## src/rtl/rxf_pkg.sv

```systemverilog
package rxf_pkg;

   typedef enum logic [1:0] {
      CLS_GOOD   = 2'd0,
      CLS_BADCRC = 2'd1,
      CLS_RUNT   = 2'd2,
      CLS_OVER   = 2'd3
   } frame_class_e;

   typedef enum logic [1:0] {
      KIND_IND   = 2'd0,
      KIND_MCAST = 2'd1,
      KIND_BCAST = 2'd2
   } da_kind_e;

   // control bit positions: a neighbour register decodes these
   localparam int BIT_HASH_IND = 6;
   localparam int BIT_PROMISC  = 7;
   localparam int BIT_GOOD     = 8;
   localparam int BIT_MCAST    = 9;
   localparam int BIT_IND      = 10;
   localparam int BIT_BCAST    = 11;
   localparam int BIT_BADCRC   = 12;
   localparam int BIT_RUNT     = 13;
   localparam int BIT_OVER     = 14;

   typedef struct packed {
      logic hash_ind;
      logic promisc;
      logic mcast;
      logic ind;
      logic bcast;
   } addr_en_t;

   typedef struct packed {
      logic good;
      logic badcrc;
      logic runt;
      logic over;
   } qual_en_t;

endpackage

```

## src/rtl/rxf_len_counter.sv

```systemverilog
module rxf_len_counter
   import rxf_pkg::*;
#(
   parameter int MIN_LEN = 64,
   parameter int MAX_LEN = 1518,
   parameter int IW      = 11
) (
   input  logic          clk,
   input  logic          rst_n,
   input  logic          rx_valid,
   input  logic          rx_sof,
   input  logic          rx_eof,
   output logic          in_byte,
   output logic          frame_end,
   output logic          buf_we,
   output logic          is_runt,
   output logic          is_over,
   output logic [IW-1:0] byte_idx
);

   localparam logic [IW-1:0] SAT_VAL  = IW'(MAX_LEN + 1);
   localparam logic [IW-1:0] WE_LIM   = IW'(MAX_LEN);
   localparam logic [IW-1:0] RUNT_LIM = IW'(MIN_LEN - 1);

   logic          in_frame_q;
   logic [IW-1:0] cnt_q;
   logic [IW-1:0] cnt_d;

   assign in_byte   = rx_valid & (rx_sof | in_frame_q);
   assign byte_idx  = rx_sof ? '0 : cnt_q;
   assign frame_end = in_byte & rx_eof;
   assign buf_we    = in_byte & (byte_idx < WE_LIM);

   // length of the frame ending now is byte_idx + 1
   assign is_runt = (byte_idx < RUNT_LIM);
   assign is_over = (byte_idx >= WE_LIM);

   always_comb begin
      if (byte_idx < SAT_VAL) cnt_d = byte_idx + IW'(1);
      else                    cnt_d = byte_idx;
   end

   always_ff @(posedge clk or negedge rst_n) begin
      if (!rst_n) begin
         in_frame_q <= 1'b0;
         cnt_q      <= '0;
      end else if (in_byte) begin
         in_frame_q <= ~rx_eof;
         cnt_q      <= cnt_d;
      end
   end

   // once the write limit is hit inside a frame, no more writes until a new frame
   a_r8_we_stays_off : assert property (@(posedge clk) disable iff (!rst_n)
      (in_byte && !buf_we && !rx_eof) |=> (!buf_we || rx_sof));

   // a write needs a byte strobe
   a_r1_we_needs_byte : assert property (@(posedge clk) disable iff (!rst_n)
      buf_we |-> rx_valid);

endmodule

```

## src/rtl/rxf_addr_filter.sv

```systemverilog
module rxf_addr_filter
   import rxf_pkg::*;
(
   input  addr_en_t en,
   input  da_kind_e kind,
   input  logic     ia_match,
   input  logic     hash_pass,
   output logic     pass
);

   logic hit_ind;
   logic hit_bcast;
   logic hit_mcast;
   logic hit_hind;

   always_comb begin
      hit_ind   = en.ind   & ia_match;
      hit_bcast = en.bcast & (kind == KIND_BCAST);
      hit_mcast = en.mcast & (kind == KIND_MCAST) & hash_pass;
      hit_hind  = en.hash_ind & (kind == KIND_IND) & hash_pass;
      pass      = hit_ind | hit_bcast | hit_mcast | hit_hind | en.promisc;
   end

endmodule

```

## src/rtl/rxf_da_capture.sv

```systemverilog
module rxf_da_capture
   import rxf_pkg::*;
#(
   parameter int ADDR_BYTES = 6,
   parameter int IW         = 11
) (
   input  logic                    clk,
   input  logic                    rst_n,
   input  logic                    in_byte,
   input  logic                    rx_sof,
   input  logic [IW-1:0]           byte_idx,
   input  logic [7:0]              rx_byte,
   input  logic [8*ADDR_BYTES-1:0] ind_addr,
   input  logic                    hash_pass,
   input  addr_en_t                en,
   output logic                    da_done,
   output logic                    da_pass,
   output da_kind_e                da_kind,
   output logic                    pass_eff
);

   localparam int LAST = ADDR_BYTES - 1;

   logic [7:0]              byte_q [LAST];
   logic [8*ADDR_BYTES-1:0] da_w;
   logic                    last_now;
   logic                    bcast_w;
   logic                    ia_match_w;
   logic                    pass_w;
   da_kind_e                kind_w;

   assign last_now = in_byte & (byte_idx == IW'(LAST));

   for (genvar g = 0; g < LAST; g++) begin : g_hold
      always_ff @(posedge clk or negedge rst_n) begin
         if (!rst_n)                                    byte_q[g] <= '0;
         else if (in_byte && (byte_idx == IW'(g)))      byte_q[g] <= rx_byte;
      end
      assign da_w[8*g +: 8] = byte_q[g];
   end
   assign da_w[8*LAST +: 8] = rx_byte;

   always_comb begin
      bcast_w    = &da_w;
      ia_match_w = (da_w == ind_addr);
      if (bcast_w)       kind_w = KIND_BCAST;
      else if (da_w[0])  kind_w = KIND_MCAST;
      else               kind_w = KIND_IND;
   end

   rxf_addr_filter u_filt (
      .en        (en),
      .kind      (kind_w),
      .ia_match  (ia_match_w),
      .hash_pass (hash_pass),
      .pass      (pass_w)
   );

   always_ff @(posedge clk or negedge rst_n) begin
      if (!rst_n) begin
         da_done <= 1'b0;
         da_pass <= 1'b0;
         da_kind <= KIND_IND;
      end else if (last_now) begin
         da_done <= 1'b1;
         da_pass <= pass_w;
         da_kind <= kind_w;
      end else if (in_byte && rx_sof) begin
         da_done <= 1'b0;
         da_pass <= 1'b0;
         da_kind <= KIND_IND;
      end
   end

   // filter result as seen by a frame ending on the current byte
   always_comb begin
      if (last_now)                pass_eff = pass_w;
      else if (da_done && !rx_sof) pass_eff = da_pass;
      else                         pass_eff = 1'b0;
   end

   // done rises only after a frame byte was taken
   a_r2_done_after_byte : assert property (@(posedge clk) disable iff (!rst_n)
      $rose(da_done) |-> $past(in_byte));

   // kind is never the unused code
   a_r2_kind_legal : assert property (@(posedge clk) disable iff (!rst_n)
      da_done |-> (da_kind != da_kind_e'(2'd3)));

   // a pass without done is impossible
   a_r3_pass_needs_done : assert property (@(posedge clk) disable iff (!rst_n)
      da_pass |-> da_done);

endmodule

```

## src/rtl/rx_accept_filter.sv

```systemverilog
module rx_accept_filter
   import rxf_pkg::*;
#(
   parameter int ADDR_BYTES = 6,
   parameter int MIN_LEN    = 64,
   parameter int MAX_LEN    = 1518,
   parameter int CTL_W      = 16
) (
   input  logic                    clk,
   input  logic                    rst_n,
   input  logic                    rx_valid,
   input  logic                    rx_sof,
   input  logic                    rx_eof,
   input  logic [7:0]              rx_byte,
   input  logic                    crc_ok,
   input  logic                    hash_pass,
   input  logic [8*ADDR_BYTES-1:0] ind_addr,
   input  logic [CTL_W-1:0]        rx_ctl,
   output logic                    buf_we,
   output logic                    da_done,
   output logic                    da_pass,
   output logic [1:0]              da_kind,
   output logic                    res_valid,
   output logic                    res_accept,
   output logic [1:0]              res_class
);

   localparam int IW = $clog2(MAX_LEN + 2);

   if (ADDR_BYTES < 2) begin : g_chk_addr
      $error("ADDR_BYTES must be at least 2");
   end
   if (MIN_LEN <= ADDR_BYTES || MIN_LEN >= MAX_LEN) begin : g_chk_len
      $error("length limits out of order");
   end
   if (CTL_W <= BIT_OVER) begin : g_chk_ctl
      $error("control word too narrow");
   end

   logic          in_byte;
   logic          frame_end;
   logic          is_runt;
   logic          is_over;
   logic          pass_eff;
   logic [IW-1:0] byte_idx;
   addr_en_t      aen;
   qual_en_t      qen;
   da_kind_e      kind_q;
   frame_class_e  cls_w;
   logic          cls_en;

   assign aen.hash_ind = rx_ctl[BIT_HASH_IND];
   assign aen.promisc  = rx_ctl[BIT_PROMISC];
   assign aen.mcast    = rx_ctl[BIT_MCAST];
   assign aen.ind      = rx_ctl[BIT_IND];
   assign aen.bcast    = rx_ctl[BIT_BCAST];
   assign qen.good     = rx_ctl[BIT_GOOD];
   assign qen.badcrc   = rx_ctl[BIT_BADCRC];
   assign qen.runt     = rx_ctl[BIT_RUNT];
   assign qen.over     = rx_ctl[BIT_OVER];

   rxf_len_counter #(
      .MIN_LEN (MIN_LEN),
      .MAX_LEN (MAX_LEN),
      .IW      (IW)
   ) u_len (
      .clk       (clk),
      .rst_n     (rst_n),
      .rx_valid  (rx_valid),
      .rx_sof    (rx_sof),
      .rx_eof    (rx_eof),
      .in_byte   (in_byte),
      .frame_end (frame_end),
      .buf_we    (buf_we),
      .is_runt   (is_runt),
      .is_over   (is_over),
      .byte_idx  (byte_idx)
   );

   rxf_da_capture #(
      .ADDR_BYTES (ADDR_BYTES),
      .IW         (IW)
   ) u_da (
      .clk       (clk),
      .rst_n     (rst_n),
      .in_byte   (in_byte),
      .rx_sof    (rx_sof),
      .byte_idx  (byte_idx),
      .rx_byte   (rx_byte),
      .ind_addr  (ind_addr),
      .hash_pass (hash_pass),
      .en        (aen),
      .da_done   (da_done),
      .da_pass   (da_pass),
      .da_kind   (kind_q),
      .pass_eff  (pass_eff)
   );

   assign da_kind = kind_q;

   // priority: runt, oversized, bad CRC, good
   always_comb begin
      if (is_runt)      cls_w = CLS_RUNT;
      else if (is_over) cls_w = CLS_OVER;
      else if (!crc_ok) cls_w = CLS_BADCRC;
      else              cls_w = CLS_GOOD;
      unique case (cls_w)
         CLS_RUNT:   cls_en = qen.runt;
         CLS_OVER:   cls_en = qen.over;
         CLS_BADCRC: cls_en = qen.badcrc;
         default:    cls_en = qen.good;
      endcase
   end

   always_ff @(posedge clk or negedge rst_n) begin
      if (!rst_n) begin
         res_valid  <= 1'b0;
         res_accept <= 1'b0;
         res_class  <= CLS_GOOD;
      end else begin
         res_valid <= frame_end;
         if (frame_end) begin
            res_accept <= pass_eff & cls_en;
            res_class  <= cls_w;
         end
      end
   end

   // a decision strobe always follows a closing byte
   a_r7_result_after_eof : assert property (@(posedge clk) disable iff (!rst_n)
      res_valid |-> $past(rx_valid && rx_eof));

   // acceptance implies the address filter passed
   a_r5_accept_needs_filter : assert property (@(posedge clk) disable iff (!rst_n)
      (res_valid && res_accept) |-> da_pass);

   // an accepted frame has a complete address
   a_r6_accept_needs_da : assert property (@(posedge clk) disable iff (!rst_n)
      (res_valid && res_accept) |-> da_done);

endmodule

```

## config.mk

```make
export PLATFORM = sky130hd
export DESIGN_NAME = rx_accept_filter
export DESIGN_NICKNAME = d
export VERILOG_FILES = /design/src/rtl/rxf_pkg.sv /design/src/rtl/rxf_len_counter.sv /design/src/rtl/rxf_addr_filter.sv /design/src/rtl/rxf_da_capture.sv /design/src/rtl/rx_accept_filter.sv
export SDC_FILE = /design/constraint.sdc
export NUM_CORES = 1
export LEC_CHECK = 0
export BUFFER_PORTS_ARGS = -buffer_cell sky130_fd_sc_hd__buf_2
export CELL_PAD_IN_SITES_DETAIL_PLACEMENT = 1
export CELL_PAD_IN_SITES_GLOBAL_PLACEMENT = 1
export CORE_MARGIN = 2
export CORE_UTILIZATION = 37
export DETAILED_ROUTE_END_ITERATION = 10
export GPL_TIMING_DRIVEN = 0
export PLACE_DENSITY_LB_ADDON = 0.1
export REMOVE_ABC_BUFFERS = 1
export SETUP_SLACK_MARGIN = 0.15
export SYNTH_ARGS = -nofsm -noshare
export SYNTH_HDL_FRONTEND = slang
export SYNTH_SLANG_ARGS = --single-unit
```

## constraint.sdc

```tcl
create_clock -name clk -period 1.9 [get_ports clk]
set_clock_uncertainty 0.2 [all_clocks]
set_input_delay 0.285 -clock clk [delete_from_list [all_inputs] [get_ports clk]]
set_output_delay 0.285 -clock clk [all_outputs]
set_load 0.01 [all_outputs]
```

==> results of run 1 <==
==> worst max path at each step <==
stage / to / depth (start not counted)
CTS: u_da.byte_q[2]$_DFFE_PN0P_ / 6
detailed placement: res_accept$_DFFE_PN0P_ / 9
global placement: res_accept$_DFFE_PN0P_ / 9
global route: u_da.byte_q[7]$_DFFE_PN0P_ / 6
floorplan: u_da.byte_q[16]$_DFFE_PN0P_ / 5
finish: u_da.byte_q[23]$_DFFE_PN0P_ / 6
==> cell usage in the layout (no fill, tap or decap), types with 2 or more instances in the layout <==
cell type	netlist	final
sky130_fd_sc_hd__a21oi_1	5	5
sky130_fd_sc_hd__a21oi_4	0	2
sky130_fd_sc_hd__a31oi_1	2	2
sky130_fd_sc_hd__and3_1	3	2
sky130_fd_sc_hd__buf_12	0	5
sky130_fd_sc_hd__buf_2	1	79
sky130_fd_sc_hd__buf_4	1	15
sky130_fd_sc_hd__buf_6	0	14
sky130_fd_sc_hd__bufinv_16	0	3
sky130_fd_sc_hd__clkbuf_8	0	11
sky130_fd_sc_hd__dfrtp_1	60	54
sky130_fd_sc_hd__dfrtp_2	0	6
sky130_fd_sc_hd__dlygate4sd3_1	0	2
sky130_fd_sc_hd__ha_1	4	2
sky130_fd_sc_hd__ha_4	0	2
sky130_fd_sc_hd__inv_1	16	16
sky130_fd_sc_hd__mux2_2	25	25
sky130_fd_sc_hd__mux2_4	6	7
sky130_fd_sc_hd__mux2i_1	4	4
sky130_fd_sc_hd__nand2_1	34	26
sky130_fd_sc_hd__nand2_2	0	7
sky130_fd_sc_hd__nand2_8	0	7
sky130_fd_sc_hd__nand2b_1	2	2
sky130_fd_sc_hd__nand3_1	12	5
sky130_fd_sc_hd__nand3_2	0	7
sky130_fd_sc_hd__nand4_1	20	20
sky130_fd_sc_hd__nand4_4	0	3
sky130_fd_sc_hd__nor2_1	7	4
sky130_fd_sc_hd__nor2_2	0	2
sky130_fd_sc_hd__nor2b_1	5	4
sky130_fd_sc_hd__nor4_1	9	8
sky130_fd_sc_hd__o21ai_0	15	2
sky130_fd_sc_hd__o21ai_1	0	9
sky130_fd_sc_hd__o21ai_2	1	5
sky130_fd_sc_hd__o22ai_1	4	4
sky130_fd_sc_hd__o2bb2ai_1	3	3
sky130_fd_sc_hd__xnor2_1	18	17
sky130_fd_sc_hd__xor2_1	28	28
==> routing by layer <==
metal  up-vias  GRT usage  wire, microns
met4         0     0.0601            142
met2        84      0.375           5610
met3        10     0.0487            611
met5         -          0              0
met1      1558      0.333           5220
li1       1415          -              -
==> cells by family (layout without fill, tap and decap cells) <==
group	count (synthesis)	count (layout)	share of synthesized area
compound gates	46	47	0.0969
xor+xnor	46	46	0.118
fa+ha+maj	4	4	0.0147
buf+inv	23	147	0.0268
flops	60	60	0.441
mux	36	36	0.124
simple gates	107	111	0.179
==> final cells by class <==
cell class	instances	area, sq um	share of cell area
Multi-Input combinational cell	244	2160	0.440
Clock buffer	12	155	0.0317
Timing Repair Buffer	115	786	0.160
Tap cell	111	139	0.0283
Clock inverter	4	95.1	0.0194
Inverter	16	60.1	0.0123
Sequential cell	60	1510	0.308
==> where the power goes <==
group,internal (mW),switching [mW]
sequential,1.69,0.486
clock,0.942,0.536
combinational,0.851,0.717
total,3.48,1.74
==> sequential cells by signal (all words and copies together), names as in the netlist <==
register / count
res_accept: 1
res_class: 2
res_valid: 1
u_da.byte_q: 40
u_da.da_done: 1
u_da.da_kind: 2
u_da.da_pass: 1
u_len.cnt_q: 11
u_len.in_frame_q: 1
==> what timing repair did <==
item,in CTS,in global routing
buffers inserted,21,12
hold buffers,2,0
gates resized for setup,53,34
cloned,5,0
pin swaps,16,16
setup endpoints to repair,59,59
endpoints found under the hold margin,61,0
==> stage by stage <==
step | setup WS, ps | instances
finish | -418 | 562
global route | -470 | 562
CTS | -377 | 550
detailed placement | -586 | 506
global placement | -585 | 506
floorplan | -225 | 315
==> worst register-to-register path: stages (launching register included) <==
cell and delay, ps:
sky130_fd_sc_hd__dfrtp_1 410, sky130_fd_sc_hd__or4b_4 580, sky130_fd_sc_hd__nor4_4 250, sky130_fd_sc_hd__o21a_4 190
sky130_fd_sc_hd__buf_12 150, sky130_fd_sc_hd__nand2_8 100, sky130_fd_sc_hd__mux2_4 310
==> summary.json, run 1 <==
{
  "sta": {
    "pins_over_their_slew_limit": 0,
    "setup-tns-final_ps": -18640,
    "unrepaired_setup_endpoints_after_global_routing": "yes",
    "hold_slack_ps": 51.5,
    "final.setup.worst_slack_ps": -418,
    "max_freq_mhz": 431,
    "worst_slew_margin_rel": 0.469,
    "tightest_slew_ps": 797,
    "report.final.hold_viol_count": 0,
    "clock_period_minus_final_worst_setup_slack_ps": 2320,
    "layout_worst_path_cycle_share": 1.22,
    "finalSetupViolations": 59
  },
  "floorplan": {
    "die_area_sq_um": 10000,
    "start_util": 0.376,
    "fp.coreArea_sq_um": 9060,
    "number_of_placement_rows": 35,
    "ioPinCount": 88,
    "die-width_microns": 100,
    "die_height_microns": 100
  },
  "synthesis": {
    "ys_async_sr_fraction": 1.00,
    "synth-edff-count": 0,
    "synth_flop_cell": "sky130_fd_sc_hd__dfrtp_1",
    "synthesis.area_sq_um": 3410,
    "synthCells": 322,
    "synthMostInstantiatedCell": "sky130_fd_sc_hd__dfrtp_1",
    "synth_top_cells_by_count": "sky130_fd_sc_hd__dfrtp_1 (60), sky130_fd_sc_hd__nand2_1 (34), sky130_fd_sc_hd__xor2_1 (28), sky130_fd_sc_hd__mux2_2 (25), sky130_fd_sc_hd__nand4_1 (20)",
    "synth_seq_area_share": 0.441,
    "synthDistinctLibCells": 53,
    "flip_flop_and_latch_count_after_synthesis": 60,
    "ys.warnings.count": 0,
    "synth_area_per_cell_sq_um": 10.6,
    "synth.top_cells.by_area": "sky130_fd_sc_hd__dfrtp_1 (44%), sky130_fd_sc_hd__mux2_2 (8.3%), sky130_fd_sc_hd__xor2_1 (7.2%)",
    "netlist.area_leader.share": 0.441,
    "yosysTopAreaCell": "sky130_fd_sc_hd__dfrtp_1"
  },
  "min_path": {
    "worstHoldEndpoint": "res_class[0]$_DFFE_PN0P_",
    "min-delay-start": "crc_ok",
    "timing.hold.worst.class": "input port to flip-flop",
    "timing.hold.worst_path_depth": 4
  },
  "place": {
    "port_buffers": 80,
    "detailedPlacementHpwl_microns": 7240,
    "dpl_cell_area_sq_um": 3920,
    "gpl.final_weighted_congestion": 0.817
  },
  "grt": {
    "grt_pass1_wl_microns": 17800,
    "via_count_of_the_first_global_routing_pass": 3122,
    "globalRouteTotalUtil": 0.237,
    "grt-ovfl-total": 0,
    "largest_net_degree_at_the_start_of_global_routing": 61,
    "antenna_found_initial": 0
  },
  "critical_path": {
    "critical_path.reg2reg.endpoint": "u_da.byte_q[23]$_DFFE_PN0P_",
    "timing.reg2reg.setup_slack_ps": -420,
    "regToRegStartpoint": "u_len.cnt_q[3]$_DFFE_PN0P_",
    "critPathArrivalTime_ps": 2340,
    "worst_r2r_path_depth": 6,
    "critical_path.slowest_cell": "sky130_fd_sc_hd__or4b_4",
    "cp.buffers_inverters": 1,
    "timing.setup.critical_path_class": "flip-flop to flip-flop",
    "critPathLaunchType": "flip-flop",
    "worst_setup_path_startpoint": "u_len.cnt_q[3]$_DFFE_PN0P_",
    "cp_max_fo": 9,
    "crit_family": "simple AND/OR/NAND/NOR gates",
    "setup.worst_path.end_class": "flip-flop",
    "critical_path_rt_ps": 1920,
    "critPathMaxStageDelay_ps": 580,
    "critical_path.cell_chain": "or4b_4 > nor4_4 > o21a_4 > buf_12 > nand2_8 > mux2_4"
  },
  "flow_run": {
    "drv.max_cap_violation_count": 0
  },
  "clock_tree": {
    "clock_sink_count": 60,
    "clock-root-buffer": "sky130_fd_sc_hd__clkbuf_8",
    "worst_skew_pair.late_latency_ps": 340,
    "cts-htree-levels": 3,
    "tritoncts.num_buffers": 9,
    "clkSlewWorstSetupHoldPaths_ps": 70,
    "cts_tree": "done",
    "clockBufferDepth": 2
  },
  "final_layout": {
    "antenna_cells_inserted": 0,
    "area.growth.synth_to_final_pct": 43.8,
    "filler_cells_inserted": 997,
    "utilization": 0.541,
    "stdcell_area_sq_um": 4900,
    "finish.net_count": 529,
    "layout-drive-gt1-share": 0.486
  },
  "routing": {
    "number_of_drc_violations_after_detailed_routing": 0,
    "drt.antenna.violating_nets": 0,
    "wl_microns": 11600,
    "avgViaCountPerCell": 5.46,
    "drt-pass1-iter-count": 4,
    "drt_iter0_markers": 161,
    "routed_wire_length_per_instance_microns": 20.6,
    "via_count": 3067
  },
  "pwr": {
    "power_density_nw_per_um2": 1070,
    "totalPowerFinal_mw": 5.22,
    "vdd_drop_max_mv": 0.472,
    "p_leak_nw": 2.16
  },
  "run_status": {
    "failed_checks": "setup timing",
    "status": "finished with violations"
  }
}
Power figures use the tool's default switching activity.
==> run 2, diff against run 1 <==
- CORE_UTILIZATION: 37 -> 38
- CTS_BUF_LIST: default -> sky130_fd_sc_hd__clkbuf_2
==> summary.json, run 2 (synthesis gave the netlist of run 1 again) <==
{
  "floorplan": {
    "die-width_microns": 98.7,
    "number_of_placement_rows": 34,
    "ioPinCount": 88,
    "start_util": 0.391,
    "die_area_sq_um": 9740,
    "die_height_microns": 98.7,
    "fp.coreArea_sq_um": 8720
  },
  "critical_path": {
    "critPathArrivalTime_ps": 2510,
    "setup.worst_path.end_class": "flip-flop",
    "critPathMaxStageDelay_ps": 580,
    "timing.setup.critical_path_class": "flip-flop to flip-flop",
    "critical_path.cell_chain": "or4_4 > nor4_4 > o21a_4 > buf_12 > nand2_4 > mux2_2",
    "cp.buffers_inverters": 1,
    "regToRegStartpoint": "u_len.cnt_q[7]$_DFFE_PN0P_",
    "critical_path_rt_ps": 2130,
    "worst_setup_path_startpoint": "u_len.cnt_q[7]$_DFFE_PN0P_",
    "crit_family": "simple AND/OR/NAND/NOR gates",
    "critPathLaunchType": "flip-flop",
    "critical_path.slowest_cell": "sky130_fd_sc_hd__or4_4",
    "cp_max_fo": 5
  },
  "place": {
    "detailedPlacementHpwl_microns": 7350,
    "pre_cts_ws_ps": -648,
    "dpl_cell_area_sq_um": 3930,
    "dp.cells": 504,
    "port_buffers": 80,
    "gpl.final_weighted_congestion": 0.810
  },
  "pwr": {
    "vdd_drop_max_mv": 0.498,
    "power_density_nw_per_um2": 966,
    "p_leak_nw": 2.18
  },
  "final_layout": {
    "utilization": 0.553,
    "layout.cells.most_common": "sky130_fd_sc_hd__buf_2",
    "layout-drive-gt1-share": 0.456,
    "area.growth.synth_to_final_pct": 41.4,
    "max_flop_register": "u_da.byte_q",
    "finish.net_count": 541,
    "largest_registers": "u_da.byte_q: 40 flops, u_len.cnt_q: 11 flops",
    "largest_register_ffs": 40,
    "final_cell_count_no_fill": 571,
    "antenna_cells_inserted": 0,
    "stdcell_area_sq_um": 4820,
    "final_cell_mix": "sky130_fd_sc_hd__buf_2 (80), sky130_fd_sc_hd__dfrtp_1 (56), sky130_fd_sc_hd__xor2_1 (28), sky130_fd_sc_hd__nand2_1 (27), sky130_fd_sc_hd__mux2_2 (25)"
  },
  "clock_tree": {
    "clockBufferDepth": 2,
    "cts_tree": "done",
    "clkSlewWorstSetupHoldPaths_ps": 200,
    "clock_sink_count": 60,
    "worst_skew_pair.late_latency_ps": 520,
    "clock-root-buffer": "sky130_fd_sc_hd__clkbuf_2",
    "cts-htree-levels": 3,
    "tritoncts.num_buffers": 9
  },
  "routing": {
    "number_of_drc_violations_after_detailed_routing": 0,
    "drt_iter0_markers": 141,
    "wl_microns": 11400,
    "via_count": 3125,
    "drt.antenna.violating_nets": 0,
    "drt-pass1-iter-count": 4,
    "routed_wire_length_per_instance_microns": 19.9,
    "avgViaCountPerCell": 5.47
  },
  "sta": {
    "worst_slew_margin_rel": 0.541,
    "hold_slack_ps": 27.7,
    "unrepaired_setup_endpoints_after_global_routing": "yes",
    "tightest_slew_ps": 682,
    "final.setup.worst_slack_ps": -383,
    "max_freq_mhz": 438,
    "clock_period_minus_final_worst_setup_slack_ps": 2280,
    "report.final.hold_viol_count": 0,
    "finalSetupViolations": 58,
    "pins_over_their_slew_limit": 0,
    "layout_worst_path_cycle_share": 1.20
  },
  "grt": {
    "largest_net_degree_at_the_start_of_global_routing": 41,
    "globalRouteTotalUtil": 0.240,
    "via_count_of_the_first_global_routing_pass": 3288,
    "grt-ovfl-total": 0,
    "antenna_found_initial": 0,
    "grt_pass1_wl_microns": 17800
  },
  "flow_run": {
    "drv.max_cap_violation_count": 0
  },
  "min_path": {
    "min-delay-start": "rx_byte[5]",
    "timing.hold.worst.class": "input port to flip-flop"
  },
  "run_status": {
    "failed_checks": "setup timing",
    "status": "finished with violations"
  }
}
run 2: cell types whose count changed in the layout (fill, tap and decap cells not counted), moves of 3 or more:
cell                            before  now
sky130_fd_sc_hd__clkbuf_8           11    0
sky130_fd_sc_hd__buf_6              14   11
sky130_fd_sc_hd__o21ai_0             2    9
sky130_fd_sc_hd__clkbuf_2            0    9
sky130_fd_sc_hd__clkinv_4            0    3
sky130_fd_sc_hd__o21ai_1             9    4
sky130_fd_sc_hd__dlygate4sd3_1       2   17
run 2: worst paths after layout:
check                                                    to  slack, ps  cells past startpoint
worst max-delay path             u_da.byte_q[8]$_DFFE_PN0P_       -380                      6
worst min-delay path            u_da.byte_q[21]$_DFFE_PN0P_         30                      3
worst max register to register   u_da.byte_q[8]$_DFFE_PN0P_       -380                      6
worst min register to register       res_accept$_DFFE_PN0P_        340                      2
max in group asynchronous       u_da.byte_q[30]$_DFFE_PN0P_        810                      3
min in group asynchronous          res_class[0]$_DFFE_PN0P_         50                      2
run 2: worst min-delay path, cell delays in order:
cell	delay, ps
sky130_fd_sc_hd__buf_2	90
sky130_fd_sc_hd__inv_1	160
sky130_fd_sc_hd__o21ai_1	180
run 2: layout make-up:
cell class / instances / area [sq um]
tap: 108 / 135
timing repair buffer: 129 / 902
sequential: 60 / 1510
inverter: 16 / 60.1
multi-input combinational: 242 / 2070
clock inverter: 7 / 100
fill: 993 / 3900
clock buffer: 9 / 45.0
run 2: metal layers:
layer,track usage,wire length [microns]
met1,0.329,5210
met2,0.376,5330
met3,0.0418,528
met4,0.104,295
met5,0,0
run 2: what timing repair did:
| action | in CTS | in global routing |
|---|---|---|
| resized for setup | 39 | 23 |
| setup buffers | 23 | 8 |
| pin swaps | 19 | 4 |
| gates cloned | 3 | 0 |
| hold endpoints to repair | 97 | 0 |
| setup endpoints to repair | 59 | 59 |
| hold buffers | 17 | 0 |
run 2: power by group:
part	leakage, nW	internal [mW]	switching [mW]
logic	1.33	0.842	0.679
registers	0.764	1.68	0.479
clock network	0.0864	0.445	0.535
run 2: through the flow:
step	setup TNS (ps)	power (mW)
global placement	-17630	3.33
global route	-21670	4.93
detailed placement	-18790	3.39
floorplan	-6140	2.91
finish	-16510	4.66
CTS	-16390	4.60
==> run 3, diff against run 2 <==
- CORE_UTILIZATION: 38 -> 39
- SYNTH_HIERARCHICAL: default -> 1
- TNS_END_PERCENT: default -> 30
==> summary.json, run 3 <==
{
  "run_status": {
    "status": "finished with violations",
    "failed_checks": "setup timing"
  },
  "grt": {
    "grt-ovfl-total": 0,
    "largest_net_degree_at_the_start_of_global_routing": 39,
    "via_count_of_the_first_global_routing_pass": 3166,
    "grt_pass1_wl_microns": 17200,
    "globalRouteTotalUtil": 0.227,
    "antenna_found_initial": 0
  },
  "synthesis": {
    "synth-edff-count": 0,
    "ys.warnings.count": 6,
    "synth_flop_cell": "sky130_fd_sc_hd__dfrtp_1",
    "synthesis.area_sq_um": 3540,
    "yosysTopAreaCell": "sky130_fd_sc_hd__dfrtp_1",
    "synth_top_cells_by_count": "sky130_fd_sc_hd__dfrtp_1 (60), sky130_fd_sc_hd__xor2_1 (48), sky130_fd_sc_hd__mux2_2 (42), sky130_fd_sc_hd__nand2_1 (20), sky130_fd_sc_hd__nor4_1 (19)",
    "synthMostInstantiatedCell": "sky130_fd_sc_hd__dfrtp_1",
    "netlist.area_leader.share": 0.424,
    "ys_async_sr_fraction": 1.00,
    "synth_seq_area_share": 0.424,
    "synth_area_per_cell_sq_um": 11.0,
    "synth.top_cells.by_area": "sky130_fd_sc_hd__dfrtp_1 (42%), sky130_fd_sc_hd__mux2_2 (13%), sky130_fd_sc_hd__xor2_1 (12%)",
    "synthCells": 322,
    "synthDistinctLibCells": 56,
    "flip_flop_and_latch_count_after_synthesis": 60
  },
  "critical_path": {
    "cp.buffers_inverters": 0,
    "cp_max_fo": 8,
    "timing.setup.critical_path_class": "flip-flop to flip-flop",
    "crit_family": "simple AND/OR/NAND/NOR gates",
    "critPathArrivalTime_ps": 2860,
    "critical_path_rt_ps": 2100,
    "setup.worst_path.end_class": "flip-flop",
    "critical_path.slowest_cell": "sky130_fd_sc_hd__or4b_4",
    "critical_path.cell_chain": "nor2b_1 > or4b_4 > or3_4 > and4bb_4 > mux2_2",
    "critPathLaunchType": "flip-flop",
    "critPathMaxStageDelay_ps": 530
  },
  "pwr": {
    "totalPowerFinal_mw": 4.75,
    "p_leak_nw": 2.14,
    "vdd_drop_max_mv": 0.416,
    "power_density_nw_per_um2": 1020
  },
  "final_layout": {
    "area.growth.synth_to_final_pct": 31.5,
    "largest_registers": "u_da/byte_q: 40 flops, u_len/cnt_q: 11 flops",
    "layout.cells.most_common": "sky130_fd_sc_hd__buf_2",
    "final_cell_mix": "sky130_fd_sc_hd__buf_2 (80), sky130_fd_sc_hd__dfrtp_1 (57), sky130_fd_sc_hd__xor2_1 (48), sky130_fd_sc_hd__mux2_2 (28), sky130_fd_sc_hd__nand2_1 (19)",
    "layout-drive-gt1-share": 0.450,
    "finish.net_count": 518,
    "largest_register_ffs": 40,
    "max_flop_register": "u_da/byte_q",
    "utilization": 0.532,
    "antenna_cells_inserted": 0
  },
  "floorplan": {
    "die-width_microns": 99.3,
    "ioPinCount": 88,
    "die_height_microns": 99.3,
    "fp.coreArea_sq_um": 8760,
    "start_util": 0.404,
    "number_of_placement_rows": 34,
    "die_area_sq_um": 9870
  },
  "clock_tree": {
    "clock-root-buffer": "sky130_fd_sc_hd__clkbuf_2",
    "clock_sink_count": 60,
    "clockBufferDepth": 2,
    "worst_skew_pair.late_latency_ps": 490,
    "cts-htree-levels": 3,
    "cts_tree": "done",
    "clkSlewWorstSetupHoldPaths_ps": 180,
    "tritoncts.num_buffers": 9
  },
  "routing": {
    "via_count": 2987,
    "avgViaCountPerCell": 5.43,
    "wl_microns": 10900,
    "drt_iter0_markers": 93,
    "drt.antenna.violating_nets": 0,
    "drt-pass1-iter-count": 4,
    "routed_wire_length_per_instance_microns": 19.9,
    "number_of_drc_violations_after_detailed_routing": 0
  },
  "sta": {
    "clock_period_minus_final_worst_setup_slack_ps": 2660,
    "report.final.hold_viol_count": 0,
    "unrepaired_setup_endpoints_after_global_routing": "yes",
    "final.setup.worst_slack_ps": -757,
    "worst_slew_margin_rel": 0.579,
    "max_freq_mhz": 376,
    "tightest_slew_ps": 631,
    "pins_over_their_slew_limit": 0,
    "setup-tns-final_ps": -28110,
    "finalSetupViolations": 51,
    "layout_worst_path_cycle_share": 1.40
  },
  "place": {
    "gpl.final_weighted_congestion": 0.816,
    "pre_cts_ws_ps": -1500,
    "port_buffers": 80,
    "detailedPlacementHpwl_microns": 7490
  },
  "flow_run": {
    "drv.max_cap_violation_count": 0
  },
  "min_path": {
    "timing.hold.worst.class": "input port to flip-flop"
  }
}
[run 3: kinds of logic (layout without fill, tap and decap cells)]
kind of cell	count (synthesis)	after routing	share of synthesized area
simple gates	111	111	0.199
flops	60	60	0.424
xor+xnor	52	52	0.128
mux	44	44	0.139
compound gates	34	34	0.0787
buf+inv	20	140	0.0279
fa+ha+maj	1	1	0.00353
[run 3: final timing paths]
check | from | cells past startpoint | slack (ps) | to
max | u_len/cnt_q[10]$_DFFE_PN0P_ | 5 | -760 | u_da/byte_q[13]$_DFFE_PN0P_
min | rx_valid | 3 | 70 | u_len/cnt_q[3]$_DFFE_PN0P_
max reg2reg | u_len/cnt_q[10]$_DFFE_PN0P_ | 5 | -760 | u_da/byte_q[13]$_DFFE_PN0P_
min reg2reg | res_class[0]$_DFFE_PN0P_ | 1 | 320 | res_class[0]$_DFFE_PN0P_
max in group asynchronous | rst_n | 3 | 780 | u_len/in_frame_q$_DFFE_PN0P_
min in group asynchronous | rst_n | 2 | 80 | u_da/byte_q[10]$_DFFE_PN0P_
[run 3: layer usage]
metal,part of all wire,GRT usage
met1,0.43,0.282
met2,0.52,0.411
met3,0.036,0.0379
met4,0.012,0.0569
met5,0,0
[run 3: report_power, final]
group	switching [mW]	internal (mW)	total (mW)	leakage, nW
clock	0.488	0.430	0.918	0.0778
sequential	0.501	1.72	2.22	0.750
combinational	0.683	0.923	1.61	1.31
[run 3: stage by stage]
stage	cells	hold slack [ps]	area, sq um
2_1_floorplan	313	-211	3490
3_3_place_gp	501	291	4020
3_5_place_dp	502	103	4040
4_1_cts	544	24.9	4570
5_1_grt	550	53.7	4660
6_report	550	65.8	4660
[run 3: layout make-up]
class / instances / area (sq um)
well taps: 108 / 135
multi-input cells: 242 / 2140
clock inverters: 5 / 77.6
clock buffers: 10 / 50.0
repair buffers: 114 / 714
flip-flops and latches: 60 / 1510
inverters: 11 / 41.3
fillers: 990 / 4100
[run 3: repair_timing]
| action | CTS | global route |
|---|---|---|
| buffers inserted | 13 | 6 |
| gates resized for setup | 41 | 9 |
| setup endpoints to repair | 59 | 59 |
| endpoints found under the hold margin | 104 | 0 |
| pin swaps | 22 | 7 |
| hold buffers | 14 | 0 |
[run 3: worst register-to-register path, stage by stage (launching register included)]
cell	delay (ps)
sky130_fd_sc_hd__dfrtp_1	430
sky130_fd_sc_hd__nor2b_1	170
sky130_fd_sc_hd__or4b_4	530
sky130_fd_sc_hd__or3_4	430
sky130_fd_sc_hd__and4bb_4	450
sky130_fd_sc_hd__mux2_2	360
